==> config.mk <==
export PLATFORM = sky130hd
export DESIGN_NAME = dither_pn_gen
export DESIGN_NICKNAME = d
export VERILOG_FILES = /design/src/rtl/dither_pkg.sv /design/src/rtl/dither_lfsr.sv /design/src/rtl/dither_mix.sv /design/src/rtl/dither_pn_gen.sv
export SDC_FILE = /design/constraint.sdc
export NUM_CORES = 1
export LEC_CHECK = 0
export BUFFER_PORTS_ARGS = -buffer_cell sky130_fd_sc_hd__buf_2
export CAP_MARGIN = 20
export CORE_ASPECT_RATIO = 0.8
export CORE_MARGIN = 5
export CORE_UTILIZATION = 58
export CTS_CLUSTER_DIAMETER = 150
export DETAILED_ROUTE_END_ITERATION = 10
export PLACE_DENSITY = 0.76
export SLEW_MARGIN = 20
export SYNTH_ARGS = -nofsm -noshare
export SYNTH_HDL_FRONTEND = slang
export SYNTH_HIERARCHICAL = 1
export SYNTH_SLANG_ARGS = --single-unit
==> constraint.sdc <==
create_clock -name clk -period 1.5 [get_ports clk]
set_input_delay 0.15 -clock clk [delete_from_list [all_inputs] [get_ports clk]]
set_output_delay 0.15 -clock clk [all_outputs]
set_load 0.02 [all_outputs]
==> src/rtl/dither_pkg.sv <==
package dither_pkg;

    // Feedback positions, given as 1-based polynomial exponents.
    localparam int unsigned LONG_LEN_DEF  = 23;
    localparam int unsigned LONG_TAP_DEF  = 18;
    localparam int unsigned SHORT_LEN_DEF = 15;
    localparam int unsigned SHORT_TAP_DEF = 14;
    localparam int unsigned OFS_BIT_DEF   = 10;

    typedef struct packed {
        logic bit_i;
        logic bit_q;
        logic valid;
    } dith_word_t;

endpackage

==> src/rtl/dither_lfsr.sv <==
// Fibonacci shift register: shifts toward the MSB and feeds the
// XOR of two stages back into the LSB. The state holds while disabled.
module dither_lfsr #(
    parameter int unsigned LEN   = 23,
    parameter int unsigned TAP_A = 23,
    parameter int unsigned TAP_B = 18
) (
    input  logic           clk,
    input  logic           rst_n,
    input  logic           step_en,
    output logic [LEN-1:0] state
);
    localparam int unsigned IA = TAP_A - 1;
    localparam int unsigned IB = TAP_B - 1;

    typedef struct packed {
        logic [LEN-1:0] sr;
    } lfsr_reg_t;

    lfsr_reg_t reg_d, reg_q;
    logic      fb_bit;

    always_comb begin
        fb_bit = reg_q.sr[IA] ^ reg_q.sr[IB];
        reg_d  = reg_q;
        if (step_en) begin
            reg_d.sr = {reg_q.sr[LEN-2:0], fb_bit};
        end
    end

    always_ff @(posedge clk) begin
        if (!rst_n) begin
            reg_q.sr <= '1;
        end else begin
            reg_q <= reg_d;
        end
    end

    assign state = reg_q.sr;
endmodule

==> src/rtl/dither_mix.sv <==
// Combines the selected generator bits into the I and Q dither values.
module dither_mix #(
    parameter bit USE_OFFSET = 1'b1
) (
    input  logic long_msb,
    input  logic short_msb,
    input  logic long_tap,
    input  logic en_long,
    input  logic en_short,
    input  logic ofs_en,
    output logic mix_i,
    output logic mix_q,
    output logic any_en
);
    logic long_part, short_part, base;

    always_comb begin
        long_part  = en_long  & long_msb;
        short_part = en_short & short_msb;
        base       = long_part ^ short_part;
        any_en     = en_long | en_short;
        mix_q      = base;
    end

    generate
        if (USE_OFFSET) begin : g_ofs
            always_comb mix_i = base ^ (ofs_en & any_en & long_tap);
        end else begin : g_no_ofs
            logic unused_ofs;
            always_comb begin
                unused_ofs = ofs_en ^ long_tap;
                mix_i      = base;
            end
        end
    endgenerate
endmodule

==> src/rtl/dither_pn_gen.sv <==
module dither_pn_gen
    import dither_pkg::*;
#(
    parameter int unsigned LONG_LEN  = LONG_LEN_DEF,
    parameter int unsigned LONG_TAP  = LONG_TAP_DEF,
    parameter int unsigned SHORT_LEN = SHORT_LEN_DEF,
    parameter int unsigned SHORT_TAP = SHORT_TAP_DEF,
    parameter int unsigned OFS_BIT   = OFS_BIT_DEF
) (
    input  logic clk,
    input  logic rst_n,
    input  logic en_long,
    input  logic en_short,
    input  logic i_offset_en,
    output logic dith_i,
    output logic dith_q,
    output logic dith_valid
);
    localparam bit OFS_OK = (OFS_BIT < LONG_LEN);

    logic [LONG_LEN-1:0]  long_state;
    logic [SHORT_LEN-1:0] short_state;
    logic mix_i, mix_q, any_en, ofs_tap;

    dither_lfsr #(.LEN(LONG_LEN), .TAP_A(LONG_LEN), .TAP_B(LONG_TAP)) u_long (
        .clk     (clk),
        .rst_n   (rst_n),
        .step_en (en_long),
        .state   (long_state)
    );

    dither_lfsr #(.LEN(SHORT_LEN), .TAP_A(SHORT_LEN), .TAP_B(SHORT_TAP)) u_short (
        .clk     (clk),
        .rst_n   (rst_n),
        .step_en (en_short),
        .state   (short_state)
    );

    generate
        if (OFS_OK) begin : g_tap
            assign ofs_tap = long_state[OFS_BIT];
        end else begin : g_no_tap
            assign ofs_tap = 1'b0;
        end
    endgenerate

    dither_mix #(.USE_OFFSET(OFS_OK)) u_mix (
        .long_msb  (long_state[LONG_LEN-1]),
        .short_msb (short_state[SHORT_LEN-1]),
        .long_tap  (ofs_tap),
        .en_long   (en_long),
        .en_short  (en_short),
        .ofs_en    (i_offset_en),
        .mix_i     (mix_i),
        .mix_q     (mix_q),
        .any_en    (any_en)
    );

    dith_word_t out_d, out_q;

    always_comb begin
        out_d.bit_i = mix_i;
        out_d.bit_q = mix_q;
        out_d.valid = any_en;
    end

    always_ff @(posedge clk) begin
        if (!rst_n) begin
            out_q <= '0;
        end else begin
            out_q <= out_d;
        end
    end

    assign dith_i     = out_q.bit_i;
    assign dith_q     = out_q.bit_q;
    assign dith_valid = out_q.valid;
endmodule

[After elaboration in Yosys (flattened, before gate mapping)]
Cells that the tools add are included.
Word-level totals
  flip-flop bits (word level): 41
  output and inout port bits: 3
Operators by class
  bitwise logic cells: 9
Operator list (count)
  1-bit bitwise AND: 4
  1-bit XOR: 4
  1-bit OR: 1

[Longest topological paths before layout]
Gate-level depths: netlist of the first run.
  depth after elaboration: 4
  mapped depth: 4

[By module]
Netlist of the first run, hierarchy kept.
By module, submodules not included
  dither_lfsr at u_long: instances 1, cells each 75, area an instance 845.8 µm², sequential area each 460.4 µm²
  dither_lfsr at u_short: instances 1, cells each 49, area an instance 551.8 µm², sequential area each 300.3 µm²
  dither_mix: instances 1, cells each 14, area an instance 110.1 µm², sequential area each 0.0 µm²
  dither_pn_gen: instances 1, cells each 6, area an instance 78.8 µm², sequential area each 60.1 µm²

[Least setup slack after synthesis of the first run]
Ideal clock, no wire load.
  kind: flip-flop to flip-flop
  start: register u_long.reg_q[22], in the netlist u_long/state[22]
  end: register out_q (netlist bit dith_i)
  library setup time: 0.115 ns
  data arrival time: 0.955 ns
  required time: 1.385 ns
  slack: 0.430 ns
  stages on the path, launching flop included: 5
  cells stage by stage: dfxtp_1 > and3b_1 > o211ai_2 > o311ai_2 > and2_1
Between the ends
  word-level cells in the longest chain between the ends: 3
Ends and longest elaborated chain
  start: declaration: RTL line dither_lfsr.sv:20  | lfsr_reg_t reg_d, reg_q;
  start signal: assignment: RTL line dither_lfsr.sv:35  | reg_q <= reg_d;
  1-bit bitwise AND: RTL line dither_mix.sv:18  | long_part = en_long & long_msb;
  1-bit XOR: RTL line dither_mix.sv:20  | base = long_part ^ short_part;
  1-bit XOR: RTL line dither_mix.sv:27  | always_comb mix_i = base ^ (ofs_en & any_en & long_tap);
  via mix_i: RTL line dither_pn_gen.sv:23  | logic mix_i, mix_q, any_en, ofs_tap;
  end signal: assignment: RTL line dither_pn_gen.sv:71  | out_q <= out_d;
  end: declaration: RTL line dither_pn_gen.sv:59  | dith_word_t out_d, out_q;
The timed path passes the listed nets, and every way through them passes these cells.
A chain may end at the register's enable or synchronous reset.

[Worst setup path after layout of the first run]
Same ends and word-level chain as after synthesis.

==> results.md, run 1 <==
- The worst setup path is captured at a flop.
- During synthesis, Yosys emitted a total of 6 warnings.
- At the worst endpoint, the arrival time is 1.41 ns.
- The longest clock path from root to sink contains 2 buffers.
- The number of global-route vias before repair is approximately 890.
- Walking the worst path, the cells encountered are and3b_1 > o211ai_2 > o311ai_2 > and2_1.
- The number of max-cap violations is 0.
- The clock tree from TritonCTS is yes.
- In the synthesized netlist the dominant register cell turns out to be dfxtp_1.
- At the end of routability-driven placement, the weighted congestion stood at 0.716.
- Of the total synthesized cell area, the portion taken by full adders, half adders and majority gates is 0%.
- STA classifies the critical path startpoint as a flop.
- Along the worst path, the maximum fanout reaches 7.
- The post-route antenna net violation count is 0.
- The post-synthesis share of cell area spent on xor and xnor gates is 2.21%.
- The die boundary height is 56.8 um.
- The synthesized design contains ~40 register bits.
- In this run, distinct cell masters in the synthesized netlist total 20.
- Leaving out fill and tap cells, the most frequent cell in the layout is dfxtp_1.
- The total via count after detailed routing is 972.
- The final sum of negative setup slack is 0 ns.
- With fillers left out, the area of the finished cells amounts to ~1700 um2.
- The count of fill cells added during filler insertion is 239.
- In the routed layout, each cell is associated on average with a via count of 4.96.
- The global-route wire length before repair is slightly above 4000 um.
- The critical setup path kind is flop to flop.
- After detailed routing, the total wire length is 2300 um.
- At the pin with the least slew margin, the transition time is 0.310 ns.
- The share of total power in sequential cells is 61.2%.
- The mux contribution to synthesized area is 22.7%.
- Setup repair after global routing left no endpoint under its margin.
- Detailed placement ended at an HPWL of between 1500 and 2000 um.
- The count of hold-fix buffers inserted at cts is 0.
- The violation count after the first detailed-route iteration is 64.
- 0 antenna diodes ended up in the layout.
- The synthesized-area fraction occupied by and/or/nand/nor cells is 12.9%.
- Global routing used 14.3% of the available tracks across all layers.
- The synthesized area per cell is 11.0 um2.
- The share of total power consumed by net switching is a little under a quarter.
- The worst stage delay on the critical path is 0.45 ns.
- The number of enable flip-flop cells after synthesis is 0.
- Summing the sequential cell areas from Yosys gives 51.7% of the chip area.
- The layout overhead on the synthesized area is 6.55%.
- The synthesized design spends more area on one cell type than any other, namely dfxtp_1.
- The synthesized design devotes to its leading area cell type 51.7% of total area.
- Across all hold checks on the routed design, the worst slack comes to 0.109 ns.
- The first detailed-routing pass took 4 iterations.
- The number of setup buffers added after CTS is 0.
- The flow ran to the end, and the final reports show no timing, DRC or antenna violations.
- The floorplan step defined a core boundary enclosing 2680 um2.
- The critical path buffer and inverter count is 0.
- Counting the buffers created by CTS gives 5.
- The library cell used as clock root buffer is clkbuf_4.
- At the later pin of the worst-skew pair, clock insertion delay measures 0.35 ns.
- The total overflow left after global routing is 0.
- The worst clock skew on the final layout is 0.0130 ns.
- The number of endpoints failing setup at the final stage is 0.
- After floorplanning, the core was divided into 17 placement rows.
- CTS saw 41 sinks.
- Headroom to the max-slew limit came out at approximately 79%.
- The number of nets in the layout is between 150 and 200.
- The H-tree depth is 2.
- For this configuration, the core starts out at a cell density of 59.2%.
- Measured along the x axis, the die boundary spans 68.5 um.
- The maximum frequency from static timing analysis is approximately 0.87 GHz.
- The class of the tightest hold or removal check is primary input to flop.
- The analysis attributes to cell leakage a power of 0.000739 uW.
- The clock network accounts for between 30% and 40% of the total power.
- The share of synthesized registers carrying an async set or reset is 0%.
- The power per unit of standard cell area is around 1100 nW/um2.
- Clock-pin slew was measured on the worst setup and hold paths at 0.12 ns.
- Broken down by cell family, the worst path's largest delay share belongs to flip-flops.
- In this run, the combinational gates consume slightly below 7% of the power.
- The share of layout cells above drive strength 1 is approximately 16%.
- The initial antenna violation count is 0.
- At the worst endpoint, the required time is ~1.8 ns.
- Synthesis produced a netlist whose cell count is 144.
- On the critical path, the stage with the largest delay is an instance of dfxtp_1.
- The net count of the mapped netlist is between 100 and 150.
- Once the clock tree was built, the resizer swapped 0 gates to a different size.
- The power spent charging and discharging nets is 425 uW.
- Summing the areas of all compound-gate instances in the mapped netlist gives under 10% of the synthesized area.
- The pin count of the biggest net entering global routing is 20.
- The ratio of final minimum period to clock period is 76.3%.
- The dominant combinational cell family by area after synthesis is multiplexers.
- VDD sags by at most between 0.6 and 0.7 mV.
- The routed design could run at a clock period as short as 1.14 ns.
- The cell area that synthesis handed to floorplanning was 1590 um2.
- The total count of max-transition violations in the final report is 0.
- In this run the cell area measured after placement is between 1500 and 2000 um2.
- Pin placement for this block handled 8 I/O pins.
- Buffers placed on the I/O ports in this run total 7.
- In the post-synthesis netlist, the biggest area contributors are dfxtp_1 52%, mux2i_1 23%, nand2_1 9.2%.
- In the layout the commonest cells are 41 x dfxtp_1, 39 x nand2_1, 36 x mux2i_1.
- The internal portion of the total power is 1390 uW.
- The die covers 3890 um2.
- The number of remaining DRC errors is 0.
- After detailed routing, the average wire length per cell comes to ~12 um.
- The final hold violation count is 0.
power groups by stage:
stage	clock network, uW	logic [uW]	registers, uW
after floorplan	0	99.7	1140
after global placement	0	122	1130
after detailed placement	0	125	1130
after CTS	609	126	1110
after global routing	652	136	1110
final	578	125	1110
sequential cells by signal, summed over array words and instances, names as in the netlist:
name           cells
dith_i             1
dith_q             1
dith_valid         1
u_long/state      23
u_short/state     15
path summary, 6_finish.rpt:
kind,from,endpoint,slack (ns),cells after the start
setup / recovery,u_long/state[22],dith_i,0.36,4
hold / removal,rst_n,u_long/state[8],0.11,2
setup reg to reg,u_long/state[22],dith_i,0.36,4
hold reg to reg,u_short/state[9],u_short/state[10],0.48,2
cells in the mapped netlist (2+ instances only):
cell	number
o211ai_2	2
mux2i_1	36
buf_6	2
nor3b_1	2
nand2_1	39
buf_12	3
xnor2_1	2
xor2_1	2
and2_1	3
a31oi_1	2
buf_2	2
dfxtp_1	41
per-layer routing:
layer	routed length [um]	GRT usage, %
met5	0	0
met4	79	10.2
met3	103	4.80
met2	972	20.1
met1	1150	17.9
layout make-up:
type                    count  area [um2]  share of cell area, %
multi-input cells          94         666                   39.4
clock inverters             2        13.8                  0.814
flip-flops and latches     41         821                   48.6
well taps                  38        47.5                   2.81
repair buffers             14        87.6                   5.18
inverters                   1        3.75                  0.222
clock buffers               6        51.3                   3.03
worst register-to-register path, cell delays in order (launching register included):
cell	delay (ns)
dfxtp_1	0.45
and3b_1	0.22
o211ai_2	0.15
o311ai_2	0.11
and2_1	0.14
cell families after synthesis:
kind of cell,Yosys count
buffers and inverters,9
AOI/OAI and AO/OA,7
and+or+nand+nor,47
xor gates and xnor gates,4
DFF,41
muxes,36
per-stage QoR:
step | instances | utilization, % | total power [uW] | worst slack, ns
after floorplan | 144 | - | 1240 | 0.430
after global placement | 188 | 60.6 | 1260 | 0.403
after detailed placement | 188 | 60.6 | 1260 | 0.341
after CTS | 196 | 63.1 | 1840 | 0.337
after global routing | 196 | 63.1 | 1900 | 0.276
final | 196 | 63.1 | 1810 | 0.355
(Power assumes the default switching activity.)
==> inputs of run 2 (changes only) <==
ABC_AREA = 1   (was default)
CORE_UTILIZATION = 59   (was 58)
PLACE_DENSITY = 0.77   (was 0.76)
clock period = 1.2 ns   (was 1.5 ns; I/O delays follow)
==> run 2 against run 1 <==
Against the previous run: clock power increased by 68%; die area increased by 10%; area after synthesis increased by 15%; wire length increased by 24%; critical path type unchanged; critical endpoint unchanged; largest cell class unchanged.
==> results.md, run 2 <==
- The pin count of the biggest net entering global routing is 22 (+10%).
- The ratio of routed vias to standard cells is 4.90 (-1.3%).
- In this run the most critical hold path is launched from rst_n.
- The aggregate global routing overflow is 0 (unchanged).
- The worst hold path terminates at u_long/state[11].
- Yosys attributes the largest share of cell area to dfxtp_1 45%, nand3_2 17%, nand2_1 12%.
- The share of the synthesized area in the top cell type is 45.2% (-6.6 points).
- The count of hold-fix buffers inserted at cts was 0 (unchanged).
- The number of buffers created by CTS is 5 (unchanged).
- The sequential fraction of the synthesis area is 45.2% (-6.6 points).
- The number of buffers added on ports is 7 (unchanged).
- The final antenna diode count came to 0 (unchanged).
- The largest individual stage delay along the critical path comes from the cell dfxtp_1.
- The number of max-cap violations is 0 (unchanged).
- The critical path arrival is 1.22 ns (-0.19 ns).
- The share of synthesized registers carrying an async set or reset is 0% (unchanged).
- The critical path data required time is 1.39 ns (-0.37 ns).
- The clock tree from TritonCTS is yes.
- The number of cell instances on the worst register-to-register path came to 7 (+3).
- The clock latency of the later-clocked register in the worst-skew pair was 0.29 ns (-0.06 ns).
- The launch point of the worst reg-to-reg path is u_long/state[22].
- The total clock sinks is 41 (unchanged).
- The number of global-route vias before repair came to 1191 (+33%).
- The worst stage delay on the critical path is 0.40 ns (-0.05 ns).
- The number of remaining DRC errors is 0 (unchanged).
- The setup slack on the worst flop-to-flop path was 0.17 ns (-0.19 ns).
- The number of setup buffers added after CTS is 0 (unchanged).
- The post-synthesis cell type with the largest combined area is dfxtp_1.
- The number of enable flip-flop cells after synthesis was 0 (unchanged).
- The final sum of negative setup slack came to 0 ns (unchanged).
- The clock slew at the register clock pins of the worst setup and hold paths is 0.08 ns (-0.04 ns).
- The maximum frequency from static timing analysis came to 0.969 GHz (+11%).
- Compared with the post-synthesis result, the final layout area differs by 5.23%.
- The most common cell after layout, fill and taps aside is nand2_1.
- The kind of end point of the critical path is a flop.
- The area of the core is 3020 um2 (+13%).
- The leakage power total is 0.000945 uW (+28%).
- The commonest cells after synthesis are 57 x nand2_1, 41 x dfxtp_1, 33 x nand2_2, 30 x nand3_2, 12 x inv_1.
- The number of nets in the layout is 213 (+31%).
- The final hold violation count is 0 (unchanged).
- The transition at the pin with the smallest max-transition slack came to 0.351 ns (+0.0417 ns).
- The initial antenna violation count came to 0 (unchanged).
- The cell depth of the worst min-delay path was 2 (unchanged).
- The routed length per instance is 11.5 um (-2.2%).
- The count of cells resized by post-cts repair is 0 (unchanged).
- The cell count after synthesis came to 201 (+40%).
- The power per unit of standard cell area was 1480 nW/um2 (+38%).
- The register bit total from synthesis is 41 (unchanged).
- The H-tree depth is 2 (unchanged).
- The initial core utilization was 60.2% (+1.0 points).
- Among all cell types in the netlist, the one instantiated most often is nand2_1.
- The worst clock skew on the final layout is 0.00548 ns (-0.00754 ns).
- The top-level port count is 8 (unchanged).
- The maximum buffer depth of the clock tree is 2 (unchanged).
- The biggest fanout along the worst timing path was 3 (-4).
- The critical setup path kind is flop to flop.
- The ratio of final minimum period to clock period is 86.0% (+9.7 points).
- The final hold slack came to 0.188 ns (+0.0787 ns).
- The final core area utilization was 63.3% (+0.28 points).
- The worst setup path is launched from a flop.
- The share of layout cells above drive strength 1 is 40.7% (+24 points).
- The die boundary height is 59.6 um (+5.0%).
- The number of endpoints failing setup at the final stage is 0 (unchanged).
- The number of standard-cell rows in the floorplan was 18 (+1).
- The library cells used most frequently in the layout, excluding fill and tap cells, are 57 x nand2_1, 41 x dfxtp_1, 33 x nand2_2.
- The violation count after the first detailed-route iteration was 88 (+38%).
- The post-route antenna net violation count is 0 (unchanged).
- In this design, the critical path's most frequently occurring cell is nand2_1.
- The number of optimization iterations in the first detailed-route pass was 4 (unchanged).
- The worst register-to-register path ends at dith_i.
- The net count of the mapped netlist was 206 (+38%).
- The width of the die came to 72.0 um (+5.2%).
- The most common flop cell mapped by yosys is dfxtp_1.
- The time the final worst path needs with I/O delays and setup is 1.03 ns (-0.112 ns).
- The count of synthesis-stage warnings from yosys is 6 (unchanged).
- The run finished with clean final reports.
- The total count of max-transition violations in the final report is 0 (unchanged).
- The estimated wirelength of the detail-placed design is 1870 um (+15%).
- The number of library cell types mapped by synthesis is 17 (-15%).
- The number of flip-flops in the largest register is 23 (unchanged).
- In this run the worst hold path is classified as primary input to flop.
- The combined global-route utilization of all metal layers came to 15.8% (+1.5 points).
- The root buffer cell chosen for the clock tree is clkbuf_8.
- Traced cell by cell, the critical path runs through nand2_2 > inv_1 > nand2_1 > nand3_1 > nand2_1 > nand2_1 > inv_1.
- The placer's final routability congestion estimate came to 0.751 (+4.9%).
- Setup repair after global routing left no endpoint under its margin.
- The relative max-transition margin was 76.6% (-2.8 points).
- The post-detailed-routing wire length is 2860 um (+24%).
- The total via count after detailed routing is 1219 (+25%).
- The global-route wire length before repair came to 5260 um (+31%).
- The highest ir drop seen on vdd was 0.993 mV (+50%).
- The floorplan die area is 4300 um2 (+10%).
- The synthesized area per cell is 9.04 um2 (-18%).
- The area of the mapped netlist is 1820 um2 (+15%).
run 2: cells by family (layout without fill, tap and decap cells):
| kind of cell | count (synthesis) | after routing | synth area share (%) |
|---|---|---|---|
| AND/OR/NAND/NOR | 126 | 126 | 41.2 |
| buffers and inverters | 26 | 34 | 11.0 |
| AO/OA/AOI/OAI | 8 | 8 | 2.62 |
| flip-flops | 41 | 41 | 45.2 |
run 2: worst max path at each step:
stage	startpoint	end	slack, ns	depth (start not counted)
2_1_floorplan	u_short/state[14]	dith_i	0.40	7
3_3_place_gp	en_long	dith_i	0.25	8
3_5_place_dp	en_long	dith_i	0.16	8
4_1_cts	u_long/state[22]	dith_i	0.18	7
5_1_grt	u_long/state[22]	dith_i	0.09	7
6_report	u_long/state[22]	dith_i	0.17	7
run 2: critical path, delay by kind of cell, from the launching register on:
kind          cells  cell delay (ns)
buf+inv           2             0.13
flops             1             0.40
simple gates      5             0.41
run 2: cell type report:
| cell class | instances | area (um2) |
|---|---|---|
| Clock buffer | 7 | 96.3 |
| Timing Repair Buffer | 11 | 77.6 |
| Sequential cell | 41 | 821 |
| Clock inverter | 1 | 5.00 |
| Tap cell | 40 | 50.0 |
| Multi-Input combinational cell | 134 | 796 |
| Inverter | 15 | 66.3 |
| Fill cell | 254 | 1110 |
run 2: where the power goes:
part	leakage [uW]	internal [uW]	switching, uW
sequential	0.000341	1450	59.3
combinational	0.000550	128	219
clock	0.0000542	520	450
run 2: layer usage:
layer / global-route usage, % / vias to the layer above / share of wire (%)
li1: - / 640 / -
met1: 20.5 / 552 / 49
met2: 25.4 / 21 / 45
met3: 4.41 / 6 / 4.2
met4: 5.63 / 0 / 1.5
met5: 0 / - / 0
run 2: metrics by stage:
stage / instance area (um2) / cells / setup WS [ns] / total power [uW]
2_1_floorplan: 1820 / 201 / 0.398 / 1840
3_3_place_gp: 1810 / 241 / 0.246 / 1870
3_5_place_dp: 1810 / 241 / 0.163 / 1890
4_1_cts: 1910 / 249 / 0.179 / 2870
5_1_grt: 1910 / 249 / 0.0873 / 2980
6_report: 1910 / 249 / 0.168 / 2830
